**config.mk**
```make
export PLATFORM = sky130hd
export DESIGN_NAME = rtc_irq_regs
export DESIGN_NICKNAME = d
export VERILOG_FILES = /design/src/rtl/rtc_irq_pkg.sv /design/src/rtl/rtc_alarm_cmp.sv /design/src/rtl/rtc_irq_ctrl.sv /design/src/rtl/rtc_bus_regs.sv /design/src/rtl/rtc_irq_regs.sv
export SDC_FILE = /design/constraint.sdc
export NUM_CORES = 1
export LEC_CHECK = 0
export ABC_CLOCK_PERIOD_IN_PS = 2100
export CAP_MARGIN = 20
export CORE_MARGIN = 4
export CORE_UTILIZATION = 35
export CTS_CLUSTER_DIAMETER = 100
export DETAILED_ROUTE_END_ITERATION = 8
export DONT_BUFFER_PORTS = 1
export GPL_TIMING_DRIVEN = 0
export HOLD_SLACK_MARGIN = 0.06
export PLACE_DENSITY_LB_ADDON = 0.05
export SLEW_MARGIN = 0
export SYNTH_ARGS = -nofsm -noshare
export SYNTH_HDL_FRONTEND = slang
export SYNTH_HIERARCHICAL = 1
export SYNTH_SLANG_ARGS = --single-unit
```
**constraint.sdc**
```tcl
create_clock -name clk -period 2.1 [get_ports clk]
set_clock_uncertainty 0.15 [all_clocks]
set_input_delay 0.21 -clock clk [delete_from_list [all_inputs] [get_ports clk]]
set_output_delay 0.21 -clock clk [all_outputs]
set_load 0.01 [all_outputs]
```
**src/rtl/rtc_irq_pkg.sv**
```systemverilog
package rtc_irq_pkg;
  localparam int DATA_W    = 16;
  localparam int ADDR_W    = 3;
  localparam int BCD_W     = 8;
  localparam int NUM_ALARM = 2;
  localparam int NUM_ROLL  = 6;
  localparam int NUM_SRC   = NUM_ALARM + NUM_ROLL;

  typedef enum logic [ADDR_W-1:0] {
    RA_TIME_MS = 3'd0,
    RA_TIME_DH = 3'd1,
    RA_DATE_YM = 3'd2,
    RA_ALM0_MS = 3'd3,
    RA_ALM1_MS = 3'd4,
    RA_ALM_HR  = 3'd5,
    RA_IRQ_EN  = 3'd6,
    RA_IRQ_ST  = 3'd7
  } reg_addr_e;

  typedef struct packed {
    logic [BCD_W-1:0] hour;
    logic [BCD_W-1:0] min;
    logic [BCD_W-1:0] sec;
  } hms_t;
endpackage

```
**src/rtl/rtc_alarm_cmp.sv**
```systemverilog
module rtc_alarm_cmp
  import rtc_irq_pkg::*;
(
  input  logic clk,
  input  logic rst_n,
  input  hms_t now,
  input  hms_t target,
  output logic fire
);
  logic match_now;
  logic match_q;

  assign match_now = (now == target);

  // Starts as "already matched" so the reset time does not fire.
  always_ff @(posedge clk or negedge rst_n) begin
    if (!rst_n) match_q <= 1'b1;
    else        match_q <= match_now;
  end

  assign fire = match_now & ~match_q;
endmodule

```
**src/rtl/rtc_irq_ctrl.sv**
```systemverilog
module rtc_irq_ctrl #(
  parameter int SRC_W = 8
) (
  input  logic             clk,
  input  logic             rst_n,
  input  logic [SRC_W-1:0] src_set,
  input  logic             en_we,
  input  logic             st_we,
  input  logic [SRC_W-1:0] wr_bits,
  output logic [SRC_W-1:0] en_q,
  output logic [SRC_W-1:0] st_q,
  output logic             irq
);
  logic [SRC_W-1:0] clr_mask;

  assign clr_mask = st_we ? wr_bits : '0;

  always_ff @(posedge clk or negedge rst_n) begin
    if (!rst_n) begin
      en_q <= '0;
      st_q <= '0;
    end else begin
      if (en_we) en_q <= wr_bits;
      st_q <= (st_q & ~clr_mask) | src_set;
    end
  end

  assign irq = |(st_q & en_q);
endmodule

```
**src/rtl/rtc_bus_regs.sv**
```systemverilog
module rtc_bus_regs
  import rtc_irq_pkg::*;
#(
  parameter bit READBACK = 1'b1
) (
  input  logic                         clk,
  input  logic                         rst_n,
  input  logic                         sel_n,
  input  logic                         rd_wr_n,
  input  logic [ADDR_W-1:0]            addr,
  input  logic [DATA_W-1:0]            wdata,
  output logic [DATA_W-1:0]            rdata,
  input  hms_t                         now,
  input  logic [BCD_W-1:0]             day,
  input  logic [BCD_W-1:0]             month,
  input  logic [BCD_W-1:0]             year,
  input  logic [NUM_SRC-1:0]           en_q,
  input  logic [NUM_SRC-1:0]           st_q,
  output hms_t [NUM_ALARM-1:0]         alm_tgt,
  output logic                         en_we,
  output logic                         st_we,
  output logic [NUM_SRC-1:0]           wr_bits
);
  logic wr_en, rd_en;
  logic [DATA_W-1:0] cfg_view;
  logic [DATA_W-1:0] rd_val;

  assign wr_en   = ~sel_n & ~rd_wr_n;
  assign rd_en   = ~sel_n &  rd_wr_n;
  assign en_we   = wr_en && (addr == RA_IRQ_EN);
  assign st_we   = wr_en && (addr == RA_IRQ_ST);
  assign wr_bits = wdata[NUM_SRC-1:0];

  for (genvar i = 0; i < NUM_ALARM; i++) begin : g_alm
    localparam logic [ADDR_W-1:0] MS_ADDR = ADDR_W'(RA_ALM0_MS + i);
    always_ff @(posedge clk or negedge rst_n) begin
      if (!rst_n) begin
        alm_tgt[i] <= '0;
      end else if (wr_en) begin
        if (addr == MS_ADDR) begin
          alm_tgt[i].min <= wdata[2*BCD_W-1:BCD_W];
          alm_tgt[i].sec <= wdata[BCD_W-1:0];
        end
        if (addr == RA_ALM_HR) alm_tgt[i].hour <= wdata[i*BCD_W +: BCD_W];
      end
    end
  end

  // Configuration read path, present only when readback is built in.
  if (READBACK) begin : g_rb
    always_comb begin
      cfg_view = '0;
      case (reg_addr_e'(addr))
        RA_ALM0_MS: cfg_view = {alm_tgt[0].min, alm_tgt[0].sec};
        RA_ALM1_MS: cfg_view = {alm_tgt[1].min, alm_tgt[1].sec};
        RA_ALM_HR:  cfg_view = {alm_tgt[1].hour, alm_tgt[0].hour};
        RA_IRQ_EN:  cfg_view[NUM_SRC-1:0] = en_q;
        default:    cfg_view = '0;
      endcase
    end
  end else begin : g_nrb
    assign cfg_view = '0;
  end

  always_comb begin
    rd_val = cfg_view;
    case (reg_addr_e'(addr))
      RA_TIME_MS: rd_val = {now.min, now.sec};
      RA_TIME_DH: rd_val = {day, now.hour};
      RA_DATE_YM: rd_val = {year, month};
      RA_IRQ_ST:  begin rd_val = '0; rd_val[NUM_SRC-1:0] = st_q; end
      default:    rd_val = cfg_view;
    endcase
  end

  always_ff @(posedge clk or negedge rst_n) begin
    if (!rst_n)     rdata <= '0;
    else if (rd_en) rdata <= rd_val;
  end
endmodule

```
**src/rtl/rtc_irq_regs.sv**
```systemverilog
module rtc_irq_regs
  import rtc_irq_pkg::*;
#(
  parameter bit READBACK = 1'b1
) (
  input  logic                clk,
  input  logic                rst_n,
  input  logic                reg_sel_n,
  input  logic                reg_rd_wr_n,
  input  logic [ADDR_W-1:0]   reg_addr,
  input  logic [DATA_W-1:0]   reg_wdata,
  output logic [DATA_W-1:0]   reg_rdata,
  input  logic [BCD_W-1:0]    tk_sec,
  input  logic [BCD_W-1:0]    tk_min,
  input  logic [BCD_W-1:0]    tk_hour,
  input  logic [BCD_W-1:0]    tk_day,
  input  logic [BCD_W-1:0]    tk_month,
  input  logic [BCD_W-1:0]    tk_year,
  input  logic [NUM_ROLL-1:0] tk_roll,
  output logic                irq_out
);
  hms_t                 now;
  hms_t [NUM_ALARM-1:0] alm_tgt;
  logic [NUM_ALARM-1:0] alm_fire;
  logic [NUM_SRC-1:0]   en_q, st_q, wr_bits, src_set;
  logic                 en_we, st_we;

  assign now     = '{hour: tk_hour, min: tk_min, sec: tk_sec};
  assign src_set = {tk_roll, alm_fire};

  rtc_bus_regs #(.READBACK(READBACK)) u_bus (
    .clk(clk), .rst_n(rst_n), .sel_n(reg_sel_n), .rd_wr_n(reg_rd_wr_n),
    .addr(reg_addr), .wdata(reg_wdata), .rdata(reg_rdata), .now(now),
    .day(tk_day), .month(tk_month), .year(tk_year), .en_q(en_q), .st_q(st_q),
    .alm_tgt(alm_tgt), .en_we(en_we), .st_we(st_we), .wr_bits(wr_bits)
  );

  for (genvar i = 0; i < NUM_ALARM; i++) begin : g_cmp
    rtc_alarm_cmp u_cmp (
      .clk(clk), .rst_n(rst_n), .now(now), .target(alm_tgt[i]), .fire(alm_fire[i])
    );
  end

  rtc_irq_ctrl #(.SRC_W(NUM_SRC)) u_irq (
    .clk(clk), .rst_n(rst_n), .src_set(src_set), .en_we(en_we), .st_we(st_we),
    .wr_bits(wr_bits), .en_q(en_q), .st_q(st_q), .irq(irq_out)
  );
endmodule

```
==> reports/metrics.yaml, run 1 <==
cts_root_buf: "clkbuf_16"
synth_area_leaders: "dfrtp_1, mux2_2, xor2_1, mux2i_1, mux2_4"
reg2reg_slack_ps: 150
yosysWarningCount: 6
drt_iter0_markers: 254
violations: "hold timing"
syn_to_final_growth_pct: 17.9
synth-async-reset-ratio_pct: 100
wirelength_met1_um: 6850
nets: 519
status: "finished, violations left"
antenna_found_initial: 0
grt_start_max_net_pins: 83
fp.dieW_um: 123
worstSetupStartpointType: "input port"
core_um2: 12800
die_area_um2: 15200
wl_met2_um: 7390
placed_cell_area_um2: 4860
r2r_cells: 5
rsz0062_at_grt: "no"
layout_min_cycle_time_ps: 2000
synth_edf_count: 0
whs_ps: -598
die_h_um: 123
crit_type: "input port to flip-flop"
p_per_area_nw_per_um2: 865
h-tree-depth: 3
wl_um: 16200
setup.worst_path.start: "reg_addr[0]"
hold_viol: 82
io_buffers: 0
wl_met3_um: 1600
cts.sinks: 82
avgSynthCellArea_um2: 11.6
synth_top_family_by_area: "multiplexers"
synth_area_um2: 4650
syn_nets: 476
pre_cts_ws_ps: -315
nFillCells: 1252
r2r_end: "g_cmp[1].u_cmp/match_q"
ant_nets: 0
synth_top_area_share_pct: 43.1
crit_required_ps: 2180
cp_max_fo: 10
route.vias.total: 3420
grt_usage_pct: 22.0
endpoint_kind: "flip-flop"
tns_ps: 0
cts_buffers: 9
leakage_nw: 2.37
tightest_slew_ps: 1210
synth.ff_latch_count: 82
ys.flop_type: "dfrtp_1"
final_util_pct: 42.7
place.gp.congestion: 0.860
worstPathArrival_ps: 2080
drive_above_1_share_pct: 23.9
synth.area.mux_share_pct: 23.1
rows: 41
vdd_drop_max_mv: 0.428
start_util_pct: 36.2
final_cell_mix: "dfrtp_1, xor2_1, mux2_2"
postLayoutSetupSlackWorst_ps: 100
yosysTopAreaCell: "dfrtp_1"
max-cap-violations: 0
ios: 94
cts_tree: "built"
grt_pass1_wl_um: 23400
finalMaxSlewViolations: 0
crit_end: "u_irq/en_q[6]"
max_slew_margin_pct: 19.3
hold_buffers: 32
fmax_mhz: 500
path_clk_slew_ps: 60
wire_per_inst_um: 26.1
r2r-start: "u_bus/alm_tgt[30]"
post-route-drc-count: 0
cts.path.max_buffers: 2
first_pass_iters: 4
synthCells: 399
final_area_um2: 5480
yosys.area_share.simple_pct: 9.29
grt_pass1_vias: 3684
grt-ovfl-total: 0
synth_xor_area_share_pct: 9.05
synthAdderAreaFrac_pct: 0
hpwlAfterDp_um: 11400
topRoutingLayerUsed: "met4"
viasPerCell: 5.52
setup_viol: 0
clk_latency_ps: 350
yosysSeqAreaShare_pct: 44.2
hp-class: "input port to asynchronous set/reset pin"
final_common_cell: "dfrtp_1"
fin_crit_sh_pct: 95.2
synthDistinctLibCells: 39
synth_compound_area_share_pct: 10.2
registers in the layout, summed over array words and instances, names as in the netlist:
register	flops
u_bus/alm_tgt	48
u_irq/en_q	8
u_bus/rdata	16
g_cmp.u_cmp/match_q	2
u_irq/st_q	8
routing by layer:
layer	track usage, %	up-vias
li1	-	1544
met1	29.0	1723
met2	34.0	130
met3	7.96	23
met4	6.44	0
met5	0	-
cells in the mapped netlist, types with 2 or more instances:
master / count
dfrtp_1: 80
nand2_1: 18
mux2_4: 18
o32ai_1: 3
clkbuf_1: 8
mux2i_1: 33
inv_1: 2
nand4_1: 3
xor2_1: 48
nor2b_1: 5
nor2_1: 22
dfstp_2: 2
a21oi_1: 7
or2_2: 4
nor3_2: 2
buf_2: 6
a31oi_1: 7
o21ai_0: 4
a221oi_1: 7
nand3_1: 8
nand3b_1: 2
nor4_1: 13
buf_4: 10
buf_6: 4
a21o_1: 9
o211ai_1: 3
buf_1: 2
o22a_1: 4
mux2_2: 40
a221o_1: 6
a22oi_1: 11
repair_timing:
item / in CTS / in global routing
gates resized for setup: 0 / 4
hold endpoints to repair: 154 / 82
setup buffers: 0 / 0
endpoints found under the setup margin: 0 / 10
metrics by stage:
stage / cells / power, mW
floorplan: 399 / 2.85
global placement: 571 / 3.13
detailed placement: 571 / 3.16
CTS: 619 / 4.78
global route: 619 / 4.96
finish: 620 / 4.74
kinds of logic (layout without fill, tap and decap cells):
family,Yosys count,in the layout
mux,92,92
flops,82,82
simple gates,82,82
compound gates,63,63
xor+xnor,48,48
buf+inv,32,80
other cells,0,1
layout make-up:
type / count / area (um2) / area share, %
Tap cell: 172 / 215 / 3.93
Antenna cell: 1 / 2.50 / 0.0457
Sequential cell: 82 / 2050 / 37.5
Timing Repair Buffer: 32 / 320 / 5.85
Clock inverter: 2 / 10.0 / 0.183
Buffer: 30 / 190 / 3.47
Multi-Input combinational cell: 285 / 2400 / 43.9
Clock buffer: 14 / 274 / 5.00
Inverter: 2 / 7.51 / 0.137
worst min-delay path by stage:
stage          slack [ps]           endpoint  cells after the start
6_report             -600     u_bus/rdata[7]                      0
5_1_grt              -610  u_bus/alm_tgt[46]                      0
4_1_cts              -610  u_bus/alm_tgt[46]                      0
3_5_place_dp         -230     u_bus/rdata[4]                      0
3_3_place_gp         -230     u_bus/rdata[6]                      0
2_1_floorplan        -240   u_bus/alm_tgt[0]                      0
report_power, final:
group          switching [mW]  internal, mW
Sequential              0.309          1.88
Clock                   0.640         0.896
Combinational           0.453         0.555
critical path, cell delays in order:
cell and delay (ps):
buf_4 190, buf_2 390, clkbuf_1 590, nor4_1 180, buf_6 210, mux2_4 300
No activity file was read; power rests on OpenSTA's default activity.
==> inputs of run 2 (changes only) <==
--- a/config.mk
+++ b/config.mk
@@ -7,6 +7,8 @@
 export LEC_CHECK = 0
 export ABC_CLOCK_PERIOD_IN_PS = 2100
 export CAP_MARGIN = 20
+export CELL_PAD_IN_SITES_DETAIL_PLACEMENT = 0
+export CELL_PAD_IN_SITES_GLOBAL_PLACEMENT = 1
 export CORE_MARGIN = 4
 export CORE_UTILIZATION = 35
 export CTS_CLUSTER_DIAMETER = 100
==> run 2 against run 1 <==
Maximum frequency decreased by 0.74%. Cell area increased by 0.91%. Critical path type unchanged. The flow still finishes with violations (hold timing). First-iteration DRC count decreased by 35%. Global-route usage decreased by 0.11 points. Sequential share of layout area decreased by 0.34 points. Non-clock buffer count increased by 2. Critical path depth unchanged.
==> reports/metrics.yaml, run 2 (same netlist as run 1, synthesis figures left out) <==
status: "finished, violations left"
violations: "hold timing"
ant_nets: 0  # unchanged
grt_pass1_wl_um: 23500  # +0.44%
die_area_um2: 15200  # unchanged
top_register: "u_bus/alm_tgt"
setup_viol: 0  # unchanged
path_clk_slew_ps: 60  # about the same
worstPathArrival_ps: 2090  # about the same
hp-class: "input port to asynchronous set/reset pin"
p_per_area_nw_per_um2: 889  # +2.8%
grt_start_max_net_pins: 83  # unchanged
power.total_mw: 4.91  # +3.8%
start_util_pct: 36.2  # unchanged
rows: 41  # unchanged
dp_cells: 571  # unchanged
rsz0062_at_grt: "no"
cts.path.max_buffers: 2  # unchanged
wl_um: 16000  # -1.5%
endpoint_kind: "flip-flop"
placed_cell_area_um2: 4860  # unchanged
first_pass_iters: 4  # unchanged
io_buffers: 0  # unchanged
max-cap-violations: 0  # unchanged
layout_min_cycle_time_ps: 2010  # +14.9 ps
tns_ps: 0  # unchanged
max_slew_margin_pct: 25.6  # +6.2 points
ios: 94  # unchanged
worstSetupStartpointType: "input port"
cts_root_buf: "clkbuf_16"
post-route-drc-count: 0  # unchanged
syn_to_final_growth_pct: 19.0
final_common_cell: "dfrtp_1"
drive_above_1_share_pct: 23.8  # -0.11 points
place.gp.congestion: 0.820  # -4.6%
core_um2: 12800  # unchanged
clk_latency_ps: 350  # about the same
h-tree-depth: 3  # unchanged
vdd_drop_max_mv: 0.364  # -15%
cts_setup_buffers: 0  # unchanged
r2r_cells: 5  # unchanged
reg2reg_slack_ps: 310  # +160 ps
largest_register_ffs: 48  # unchanged
crit_type: "input port to flip-flop"
antenna_found_initial: 1  # +1
drt_iter0_markers: 165  # -35%
viasPerCell: 5.58  # +1.1%
postLayoutSetupSlackWorst_ps: 85.1  # -14.9 ps
r2r_end: "u_irq/st_q[1]"
fp.dieW_um: 123  # unchanged
grt-ovfl-total: 0  # unchanged
route.vias.total: 3470  # +1.5%
grt_pass1_vias: 3700  # +0.43%
tightest_slew_ps: 1110  # -92.9 ps
final_cell_mix: "dfrtp_1, xor2_1, mux2_2"
hold_viol: 82  # unchanged
cts.sinks: 82  # unchanged
hold_buffers: 35  # +9.4%
pre_cts_ws_ps: -343  # -27.8 ps
cts_buffers: 9  # unchanged
final_area_um2: 5530  # +0.91%
die_h_um: 123  # unchanged
fmax_mhz: 496  # -0.74%
r2r-start: "u_bus/alm_tgt[42]"
cp_max_fo: 10  # unchanged
nets: 521  # +0.39%
crit_required_ps: 2180  # about the same
hpwlAfterDp_um: 11400  # about the same
leakage_nw: 2.39  # +0.98%
wire_per_inst_um: 25.7  # -1.8%
whs_ps: -595  # +2.36 ps
fin_crit_sh_pct: 95.9  # +0.71 points
finalMaxSlewViolations: 0  # unchanged
reg_top3: "u_bus/alm_tgt (48), u_bus/rdata (16)"
grt_usage_pct: 21.9  # -0.11 points
layoutNonFillerInstCount: 622  # +0.32%
cts_tree: "built"
run 2: changes by cell type in the layout (fill, tap and decap cells not counted), sizes merged:
| cell | delta |
|---|---|
| dlygate4sd3 | +2 |
| clkbuf | -3 |
| clkinvlp | +1 |
| bufinv | +2 |
run 2: where the power goes:
part | total (mW) | switching (mW) | leakage, nW | internal, mW
registers | 2.19 | 0.312 | 0.972 | 1.88
logic | 0.999 | 0.442 | 1.26 | 0.557
clock network | 1.72 | 0.650 | 0.156 | 1.07
run 2: routing by layer:
| metal | up-vias | wire length (um) | global-route usage (%) | part of all wire [%] |
|---|---|---|---|---|
| li1 | 1557 | - | - | - |
| met1 | 1775 | 7110 | 29.5 | 45 |
| met2 | 112 | 7360 | 33.7 | 46 |
| met3 | 26 | 1070 | 6.04 | 6.7 |
| met4 | 0 | 408 | 7.96 | 2.6 |
| met5 | - | 0 | 0 | 0 |
run 2: timing repair:
| action | 4_1_cts | 5_1_grt |
|---|---|---|
| gates resized for setup | 0 | 3 |
| setup endpoints to repair | 0 | 9 |
| endpoints found under the hold margin | 155 | 82 |
run 2: worst max-delay path by stage:
stage	startpoint	endpoint	cells past startpoint
after global routing	reg_addr[0]	u_irq/en_q[5]	6
after detailed placement	reg_addr[2]	u_irq/en_q[3]	6
after CTS	reg_addr[2]	u_irq/en_q[1]	6
after global placement	reg_addr[2]	u_irq/en_q[5]	6
final	reg_addr[0]	u_irq/en_q[1]	6
after floorplan	reg_addr[0]	u_irq/en_q[0]	6
run 2: critical path, stage by stage:
cell      delay [ps]
buf_4            210
buf_2            410
clkbuf_1         560
nor4_1           180
buf_6            210
mux2_4           300
run 2: through the flow:
stage          hold WS (ps)  util, %
5_1_grt                -612     43.1
3_3_place_gp           -233     37.9
3_5_place_dp           -233     37.9
4_1_cts                -613     43.1
6_report               -595     43.1
2_1_floorplan          -236        -
run 2: final cells by class:
type                       count  area, um2
inverter                       2       7.51
clock buffer                  11        243
buffer                        30        190
tap                          172        215
timing repair buffer          34        340
clock inverter                 5       77.6
fill                        1259       7300
sequential                    82       2050
multi-input combinational    285       2400
antenna                        1       2.50
